$ cat src/rtl/slowtick_pkg.sv
package slowtick_pkg;

  localparam int SRC_W   = 6;
  localparam int MAX_CMP = 4;

  localparam logic [3:0] A_START    = 4'd0;
  localparam logic [3:0] A_STOP     = 4'd1;
  localparam logic [3:0] A_CLEAR    = 4'd2;
  localparam logic [3:0] A_PRESCALE = 4'd3;
  localparam logic [3:0] A_COUNT    = 4'd4;
  localparam logic [3:0] A_IRQ_SET  = 4'd5;
  localparam logic [3:0] A_IRQ_CLR  = 4'd6;
  localparam logic [3:0] A_EVT_SET  = 4'd7;
  localparam logic [3:0] A_EVT_CLR  = 4'd8;
  localparam logic [3:0] A_FLAGS    = 4'd9;
  localparam logic [3:0] A_CMP0     = 4'd12;

  // strobes from control to datapath
  typedef struct packed {
    logic run;
    logic clr;
    logic preLoad;
  } dpCtl_t;

endpackage

$ cat src/rtl/slowtick_dp.sv
module slowtick_dp
  import slowtick_pkg::*;
#(
  parameter int CNT_W = 24,
  parameter int PRE_W = 12,
  parameter int NCMP  = 4
) (
  input  logic                       clk,
  input  logic                       rstN,
  input  dpCtl_t                     ctl,
  input  logic [PRE_W-1:0]           preVal,
  input  logic [NCMP-1:0][CNT_W-1:0] cmpVal,
  output logic [CNT_W-1:0]           count,
  output logic [SRC_W-1:0]           srcEv
);

  logic [PRE_W-1:0] preCnt;
  logic [CNT_W-1:0] nextCount;
  logic             preWrap;
  logic             tick;

  assign preWrap   = (preCnt == preVal);
  assign tick      = ctl.run && !ctl.clr && preWrap;
  assign nextCount = count + 1'b1;

  always_ff @(posedge clk or negedge rstN) begin
    if (!rstN) begin
      preCnt <= '0;
      count  <= '0;
    end else if (ctl.clr) begin
      preCnt <= '0;
      count  <= '0;
    end else if (ctl.preLoad) begin
      preCnt <= '0;
    end else if (ctl.run) begin
      if (preWrap) begin
        preCnt <= '0;
        count  <= nextCount;
      end else begin
        preCnt <= preCnt + 1'b1;
      end
    end
  end

  assign srcEv[0] = tick;
  assign srcEv[1] = tick && (&count);

  for (genvar i = 0; i < MAX_CMP; i++) begin : g_cmp
    if (i < NCMP) begin : g_on
      assign srcEv[2+i] = tick && (nextCount == cmpVal[i]);
    end else begin : g_off
      assign srcEv[2+i] = 1'b0;
    end
  end

endmodule

$ cat src/rtl/slowtick_ctrl.sv
module slowtick_ctrl
  import slowtick_pkg::*;
#(
  parameter int CNT_W    = 24,
  parameter int PRE_W    = 12,
  parameter int NCMP     = 4
) (
  input  logic                       clk,
  input  logic                       rstN,
  input  logic                       wrEn,
  input  logic [3:0]                 addr,
  input  logic [31:0]                wrData,
  input  logic [CNT_W-1:0]           count,
  input  logic [SRC_W-1:0]           srcEv,
  output dpCtl_t                     ctl,
  output logic [PRE_W-1:0]           preVal,
  output logic [NCMP-1:0][CNT_W-1:0] cmpVal,
  output logic                       running,
  output logic [SRC_W-1:0]           irqEn,
  output logic [SRC_W-1:0]           evtEn,
  output logic [SRC_W-1:0]           flags,
  output logic [31:0]                rdData,
  output logic                       irq,
  output logic [SRC_W-1:0]           evtOut
);

  localparam logic [SRC_W-1:0] SRC_MASK = SRC_W'((1 << (2 + NCMP)) - 1);

  logic             wrStart, wrStop;
  logic [SRC_W-1:0] wrBits, flagClr;

  assign wrBits  = wrData[SRC_W-1:0] & SRC_MASK;
  assign wrStart = wrEn && (addr == A_START) && wrData[0];
  assign wrStop  = wrEn && (addr == A_STOP)  && wrData[0];
  assign flagClr = (wrEn && addr == A_FLAGS) ? ~wrData[SRC_W-1:0] : '0;

  assign ctl.run     = running;
  assign ctl.clr     = wrEn && (addr == A_CLEAR) && wrData[0];
  assign ctl.preLoad = wrEn && (addr == A_PRESCALE) && !running;

  always_ff @(posedge clk or negedge rstN) begin
    if (!rstN) begin
      running <= 1'b0;
      preVal  <= '0;
      irqEn   <= '0;
      evtEn   <= '0;
      flags   <= '0;
      evtOut  <= '0;
    end else begin
      if (wrStart)     running <= 1'b1;
      else if (wrStop) running <= 1'b0;
      if (ctl.preLoad) preVal <= wrData[PRE_W-1:0];
      if (wrEn && addr == A_IRQ_SET) irqEn <= irqEn | wrBits;
      if (wrEn && addr == A_IRQ_CLR) irqEn <= irqEn & ~wrBits;
      if (wrEn && addr == A_EVT_SET) evtEn <= evtEn | wrBits;
      if (wrEn && addr == A_EVT_CLR) evtEn <= evtEn & ~wrBits;
      // a firing source beats a clearing write
      flags  <= ((flags & ~flagClr) | srcEv) & SRC_MASK;
      evtOut <= srcEv & evtEn;
    end
  end

  always_ff @(posedge clk or negedge rstN) begin
    if (!rstN) begin
      cmpVal <= '0;
    end else begin
      for (int i = 0; i < NCMP; i++) begin
        if (wrEn && addr == 4'(A_CMP0 + i)) cmpVal[i] <= wrData[CNT_W-1:0];
      end
    end
  end

  assign irq = |(flags & irqEn);

  always_comb begin
    rdData = '0;
    case (addr)
      A_PRESCALE:           rdData[PRE_W-1:0] = preVal;
      A_COUNT:              rdData[CNT_W-1:0] = count;
      A_IRQ_SET, A_IRQ_CLR: rdData[SRC_W-1:0] = irqEn;
      A_EVT_SET, A_EVT_CLR: rdData[SRC_W-1:0] = evtEn;
      A_FLAGS:              rdData[SRC_W-1:0] = flags;
      default: begin
        for (int i = 0; i < NCMP; i++) begin
          if (addr == 4'(A_CMP0 + i)) rdData[CNT_W-1:0] = cmpVal[i];
        end
      end
    endcase
  end

endmodule

$ cat src/rtl/slowtick_timer.sv
module slowtick_timer
  import slowtick_pkg::*;
#(
  parameter int CNT_W    = 24,
  parameter int PRE_W    = 12,
  parameter bit HAS_CMP3 = 1'b1
) (
  input  logic        clk,
  input  logic        rstN,
  input  logic        wrEn,
  input  logic [3:0]  addr,
  input  logic [31:0] wrData,
  output logic [31:0] rdData,
  output logic        irq,
  output logic [5:0]  evtOut
);

  localparam int NCMP = HAS_CMP3 ? MAX_CMP : MAX_CMP - 1;

  dpCtl_t                     ctlStb;
  logic [PRE_W-1:0]           preVal;
  logic [NCMP-1:0][CNT_W-1:0] cmpVal;
  logic [CNT_W-1:0]           count;
  logic [SRC_W-1:0]           srcEv;
  logic                       running;
  logic [SRC_W-1:0]           irqEn, evtEn, flags;

  slowtick_ctrl #(.CNT_W(CNT_W), .PRE_W(PRE_W), .NCMP(NCMP)) u_ctrl (
    .clk(clk), .rstN(rstN), .wrEn(wrEn), .addr(addr), .wrData(wrData),
    .count(count), .srcEv(srcEv), .ctl(ctlStb), .preVal(preVal),
    .cmpVal(cmpVal), .running(running), .irqEn(irqEn), .evtEn(evtEn),
    .flags(flags), .rdData(rdData), .irq(irq), .evtOut(evtOut)
  );

  slowtick_dp #(.CNT_W(CNT_W), .PRE_W(PRE_W), .NCMP(NCMP)) u_dp (
    .clk(clk), .rstN(rstN), .ctl(ctlStb), .preVal(preVal),
    .cmpVal(cmpVal), .count(count), .srcEv(srcEv)
  );

endmodule

$ cat config.mk
export PLATFORM = sky130hd
export DESIGN_NAME = slowtick_timer
export DESIGN_NICKNAME = d
export VERILOG_FILES = /design/src/rtl/slowtick_pkg.sv /design/src/rtl/slowtick_dp.sv /design/src/rtl/slowtick_ctrl.sv /design/src/rtl/slowtick_timer.sv
export SDC_FILE = /design/constraint.sdc
export NUM_CORES = 1
export LEC_CHECK = 0
export BUFFER_PORTS_ARGS = -buffer_cell sky130_fd_sc_hd__buf_2
export CAP_MARGIN = 10
export CORE_MARGIN = 2
export CORE_UTILIZATION = 55
export DETAILED_ROUTE_END_ITERATION = 6
export PLACE_DENSITY_LB_ADDON = 0.08
export SYNTH_ARGS = -nofsm -noshare
export SYNTH_HDL_FRONTEND = slang
export SYNTH_SLANG_ARGS = --single-unit
$ cat constraint.sdc
create_clock -name clk -period 4.9 [get_ports clk]
set_clock_uncertainty 0.05 [all_clocks]
set_input_delay 0.245 -clock clk [delete_from_list [all_inputs] [get_ports clk]]
set_output_delay 0.245 -clock clk [all_outputs]
set_load 0.01 [all_outputs]
After elaboration in Yosys (flattened, before gate mapping)
Index checks and enable logic that the tools add are counted.
{ "op_classes": {"bitwise": 10, "n_addsub": 2, "n_reduce_logical": 40, "eq_ne": 19, "mux": 22} }
{ "ops": {"columns": ["operator", "count"], "rows": [
  ["$mux W24", 8],
  ["$eq A24 B24 Y1", 4],
  ["$mux W12", 4],
  ["$and A6 B6 Y6", 5],
  ["$mux W6", 5],
  ["$pmux W6 S5", 1],
  ["$add A24 B1 Y24 const B", 1],
  ["$eq A4 B4 Y1 const B", 6],
  ["$logic_and A1 B1 Y1", 24],
  ["$pmux W12 S2", 1],
  ["$reduce_and A24 Y1", 1],
  ["$or A6 B6 Y6", 3],
  ["$pmux W6 S3", 1],
  ["$eq A4 B3 Y1 const B", 4],
  ["$add A12 B1 Y12 const B", 1],
  ["$eq A12 B12 Y1", 1],
  ["$not A6 Y6", 2],
  ["$reduce_or A6 Y1", 2],
  ["$reduce_bool A2 Y1", 5],
  ["$eq A4 B2 Y1 const B", 2],
  ["$reduce_or A5 Y1", 1],
  ["$eq A4 B1 Y1 const B", 1],
  ["$logic_not A4 Y1", 1],
  ["$reduce_or A2 Y1", 2],
  ["other kinds (5)", 7]
]} }
{ "word_totals": {"ff_bits": 169, "out_inout_bits": 39, "elab_cells": 105, "input_bits": 39} }

Depth between registers and ports, before layout
{ "logic_depth": {"depth_word": 8, "ltp_mapped": 11, "mapped_depth_nobuf": 8} }

By module
A second synthesis with hierarchy kept.
{ "hier_totals": {"hier_cells": 1109, "hier_area_um2": 11174.5} }
{ "modules_own_cells": {"columns": ["module", "cells_per_inst", "instances", "seq_area_each_um2", "area_per_inst_um2"], "rows": [
  ["slowtick_ctrl", 516, 1, 3328.2, 6607.6],
  ["slowtick_dp", 593, 1, 900.9, 4566.9]
]} }

Worst setup path before layout
No wires, ideal clock.
{ "synth_timing": {"kind": "register to register", "start": "register u_dp.count[1]", "end": "register u_ctrl.evtOut[2]", "arrival_time_ns": 2.861, "setup_slack_ns": 1.909, "synth_period_minus_slack_ns": 2.991, "path_buffers": 2, "required_ns": 4.770, "path_stages_with_launch": 11, "setup_ns": 0.080, "path_cell_list": "dfrtp_1 -> ha_1 -> clkbuf_1 -> nand3_1 -> clkbuf_1 -> nor4b_1 -> xnor2_1 -> xnor2_1 -> a21o_1 -> or4_1 -> nor3_2"} }
{ "synth_between": {"elab_chain_len": 4} }
{ "synth_rtl": {"columns": ["item", "line", "rtl"], "rows": [
  ["start: declaration", "slowtick_dp.sv:13", "output logic [CNT_W-1:0] count,"],
  ["start signal: assignment", "slowtick_dp.sv:38", "count <= nextCount;"],
  ["$add A24 B1 Y24", "slowtick_dp.sv:24", "assign nextCount = count + 1'b1;"],
  ["$eq A24 B24 Y1", "slowtick_dp.sv:50", "assign srcEv[2+i] = tick && (nextCount == cmpVal[i]);"],
  ["$logic_and A1 B1 Y1", "slowtick_dp.sv:50", null],
  ["$and A6 B6 Y6", "slowtick_ctrl.sv:59", "evtOut <= srcEv & evtEn;"],
  ["end signal: assignment", "slowtick_ctrl.sv:59", null],
  ["end: declaration", "slowtick_ctrl.sv:24", "output logic [SRC_W-1:0] evtOut"]
]} }
Every way passes these cells.
A chain may end at the register's enable or synchronous reset.

Worst setup path in the final report
{ "layout_timing": {"start": "register u_dp.count[0]", "end": "register u_ctrl.evtOut[3]"} }
The elaborated chain is that of the path after synthesis.

==> metrics.md <==
| Metric | Value |
|---|---|
| Crit-path slowest cell | `a2111oi_0` |
| Worst Reg2Reg Path Length in Cells | `9` |
| Hold Vio Cnt, Final | `0` |
| # port buffers | `61` |
| Most used cell, CP | `and4_1` |
| Global-route wire length before repair | `slightly above 60,000 um` |
| EDFF count, synth | `0` |
| Post-synth top area share | `0.371` |
| Worst path cell trace | `ha_1, nand3_1, buf_4, or3_1, xor2_1, xnor2_1, a2111oi_0, and4_1, and4_1` |
| Worst rel slew slack | `0.185` |
| Final ANT Viol Nets | `0` |
| Number of setup violations in the final report | `0` |
| Ys async rst share | `1.00` |
| Fin cells | `between 1,000 and 1,500` |
| Mean Syn Cell Area | `about 9.6 um^2` |
| Num Clock Sinks | `roughly 170` |
| H-tree depth | `4` |
| GRT Util Overall | `0.372` |
| Synth cell types | `77` |
| Crit share post-route | `0.790` |
| Core area | `20,300 um^2` |
| CTS tree | `built` |
| Total wire length | `39,900 um` |
| Crit-path max cell delay | `0.90 ns` |
| Top_reg_cell synth | `dfrtp_1` |
| Cts hold-fix bufs | `1` |
| Hold path cells | `3` |
| Post-DP HPWL | `approximately 28,000 um` |
| Area Growth Syn to Fin | `9.48%` |
| Post-synthesis sequential element count | `169` |
| DR WL/cell | `26.7 um` |
| Flop pwr share | `0.409` |
| Final setup margin | `1.03 ns` |
| Switching Power | `2.05 mW` |
| Cell taking the most area after synthesis | `dfrtp_1` |
| Ant diodes | `0` |
| Run status | `finished clean` |
| Least-Margin Pin Slew | `1.22 ns` |
| Final setup TNS | `0 ns` |
| Worst-skew pair later-pin latency | `around 0.45 ns` |
| Seq/Total Area, Yosys | `0.371` |
| Count leader, synth | `dfrtp_1` |
| Reg2reg end | `u_ctrl.evtOut[3]$_DFF_PN0_` |
| Die Ht | `148 um` |
| CTS Buf Count | `17` |
| Die area | `21,900 um^2` |
| Top cells by area, synth | `dfrtp_1 37%, mux2_2 11%, xnor2_1 5.7%, o21ai_0 3.6%, mux4_2 3.0%` |
| Worst hold start | `wrData[20]` |
| Fmax | `0.258 GHz` |
| WS Path Type | `flip-flop to flip-flop` |
| Pwr dens | `between 400 and 500 nW/um^2` |
| Static Leak | `5.00 nW` |
| Comb power frac | `0.326` |
| Placed insts | `1,457` |
| Initial DRC count | `1,122` |
| DRC violations left | `0` |
| CP Max Fanout | `12` |
| Yosys synthesis warning count | `0` |
| Nets | `about 1,200` |
| Row cnt | `52` |
| Syn Inst Count | `1,190` |
| Data required, critical path | `5.22 ns` |
| Share of layout cells above drive strength 1 | `0.220` |
| Netlist Area Pre-Place | `about 11,000 um^2` |
| First-pass DRT Iterations | `6` |
| RePlAce Congestion | `about 1.1` |
| Hold EP | `u_ctrl.cmpVal[68]$_DFFE_PN0P_` |
| Worst setup EP type | `flip-flop` |
| Gr ovfl total | `0` |
| Reg2reg start | `u_dp.count[0]$_DFFE_PN0P_` |
| Clock transition at path regs | `approximately 0.07 ns` |
| Clock power frac | `0.265` |
| Worst-case clock buffer depth | `2` |
| Most frequent cells after synthesis | `169 x dfrtp_1, 110 x mux2_2, 81 x o21ai_0` |
| Hold WS | `0.00788 ns` |
| Setup bufs post-CTS | `0` |
| FF-to-FF setup slack | `just over 1 ns` |
| Post-cts resize count | `0` |
| Pin count of the biggest net entering global routing | `106` |
| Buffers and inverters on the worst path | `1` |
| Initial core utilization | `0.561` |
| Vias in the first global route | `9,862` |
| Maxcap violations | `0` |
| Crit start category | `flip-flop` |
| Die Wd | `148 um` |
| Slew Viols, Final | `0` |
| Antenna violations before repair | `0` |
| Hold Path Class | `primary input to flip-flop` |
| Via density | `slightly below 7` |
| RSZ-0062 raised after global routing | `no` |
| Vias | `10,100` |
| Root buf cell | `clkbuf_16` |
| Tmin final | `3.87 ns` |
| Family with the most delay on the worst path | `simple AND/OR/NAND/NOR gates` |
| Dpl ws | `about 1.2 ns` |
| Switching share of power | `0.388` |
| Power Total | `5.28 mW` |
| Arrival @ worst endpoint | `4.19 ns` |
| Fillcell total | `1,752` |
| Peak supply drop | `around 0.00022 V` |
| Boundary Pins | `78` |
| Internal cell power | `3.23 mW` |
[worst max-delay path by stage]
stage                     cells after the start                    endpoint  slack [ns]                 startpoint
after floorplan                              10  u_ctrl.evtOut[2]$_DFF_PN0_        1.91  u_dp.count[1]$_DFFE_PN0P_
after global placement                       10   u_ctrl.flags[2]$_DFF_PN0_        1.23  u_dp.count[0]$_DFFE_PN0P_
after detailed placement                     10   u_ctrl.flags[2]$_DFF_PN0_        1.19  u_dp.count[0]$_DFFE_PN0P_
after CTS                                    10  u_ctrl.evtOut[2]$_DFF_PN0_        1.11  u_dp.count[0]$_DFFE_PN0P_
after global routing                         10   u_ctrl.flags[2]$_DFF_PN0_        0.89  u_dp.count[0]$_DFFE_PN0P_
final                                         9  u_ctrl.evtOut[3]$_DFF_PN0_        1.03  u_dp.count[0]$_DFFE_PN0P_
[logic make-up (layout without fill, tap and decap cells)]
| logic type | count (synthesis) | count (layout) | synth area share |
|---|---|---|---|
| flops | 169 | 169 | 0.371 |
| fa+ha+maj | 2 | 2 | 0.00220 |
| buf+inv | 122 | 145 | 0.0454 |
| compound gates | 263 | 263 | 0.149 |
| other cells | 1 | 8 | 0.000329 |
| mux | 143 | 143 | 0.154 |
| xor+xnor | 111 | 111 | 0.0939 |
| simple gates | 379 | 379 | 0.183 |
[layer usage]
layer,wire [um],track usage,up-vias
met5,0,0,-
met4,1610,0.160,0
met3,3590,0.0673,115
met2,18200,0.577,565
met1,16400,0.514,4959
li1,-,-,4417
[cell type report]
class	count	area [um^2]	area share
multi-input combinational	906	6690	0.537
sequential	169	4230	0.339
timing repair buffer	90	532	0.0427
clock buffer	19	433	0.0347
tap	270	338	0.0271
clock inverter	13	160	0.0128
inverter	23	86.3	0.00692
[cells in the final DEF (no fill, tap or decap), types with 25 or more instances in the layout]
master	netlist	final
a21oi_1	52	52
nand4_1	25	25
nor2_1	79	79
xnor2_1	74	74
dfrtp_1	169	169
buf_2	14	60
xor2_1	30	30
buf_4	9	28
o21ai_0	81	81
mux2_2	110	110
nand3_1	44	44
nand2_1	67	67
[worst reg2reg max path, cell delays in order (launching register included)]
cell and delay (ns):
dfrtp_1 0.62, ha_1 0.38, nand3_1 0.11, buf_4 0.21, or3_1 0.53, xor2_1 0.33
xnor2_1 0.19, a2111oi_0 0.90, and4_1 0.29, and4_1 0.19
[power groups by stage]
stage / sequential (mW) / clock, mW / combinational (mW)
detailed placement: 2.16 / 0 / 1.68
global placement: 2.15 / 0 / 1.65
CTS: 2.14 / 1.41 / 1.69
finish: 2.16 / 1.40 / 1.72
floorplan: 1.92 / 0 / 1.32
global route: 2.19 / 1.47 / 1.85
[metrics by stage]
step                utilization  cell area (um^2)
finish                    0.614             12500
global route              0.614             12500
CTS                       0.614             12500
detailed placement        0.584             11900
global placement          0.584             11900
floorplan                     -             11400
[flip-flops by register name, summed over array words and instances, names as in the netlist, named ones only]
register,flops
u_dp.preCnt,12
u_ctrl.evtOut,6
u_dp.count,24
u_ctrl.flags,6
u_ctrl.preVal,12
u_ctrl.cmpVal,96
u_ctrl.running,1
No activity file was read; power rests on OpenSTA's default activity.
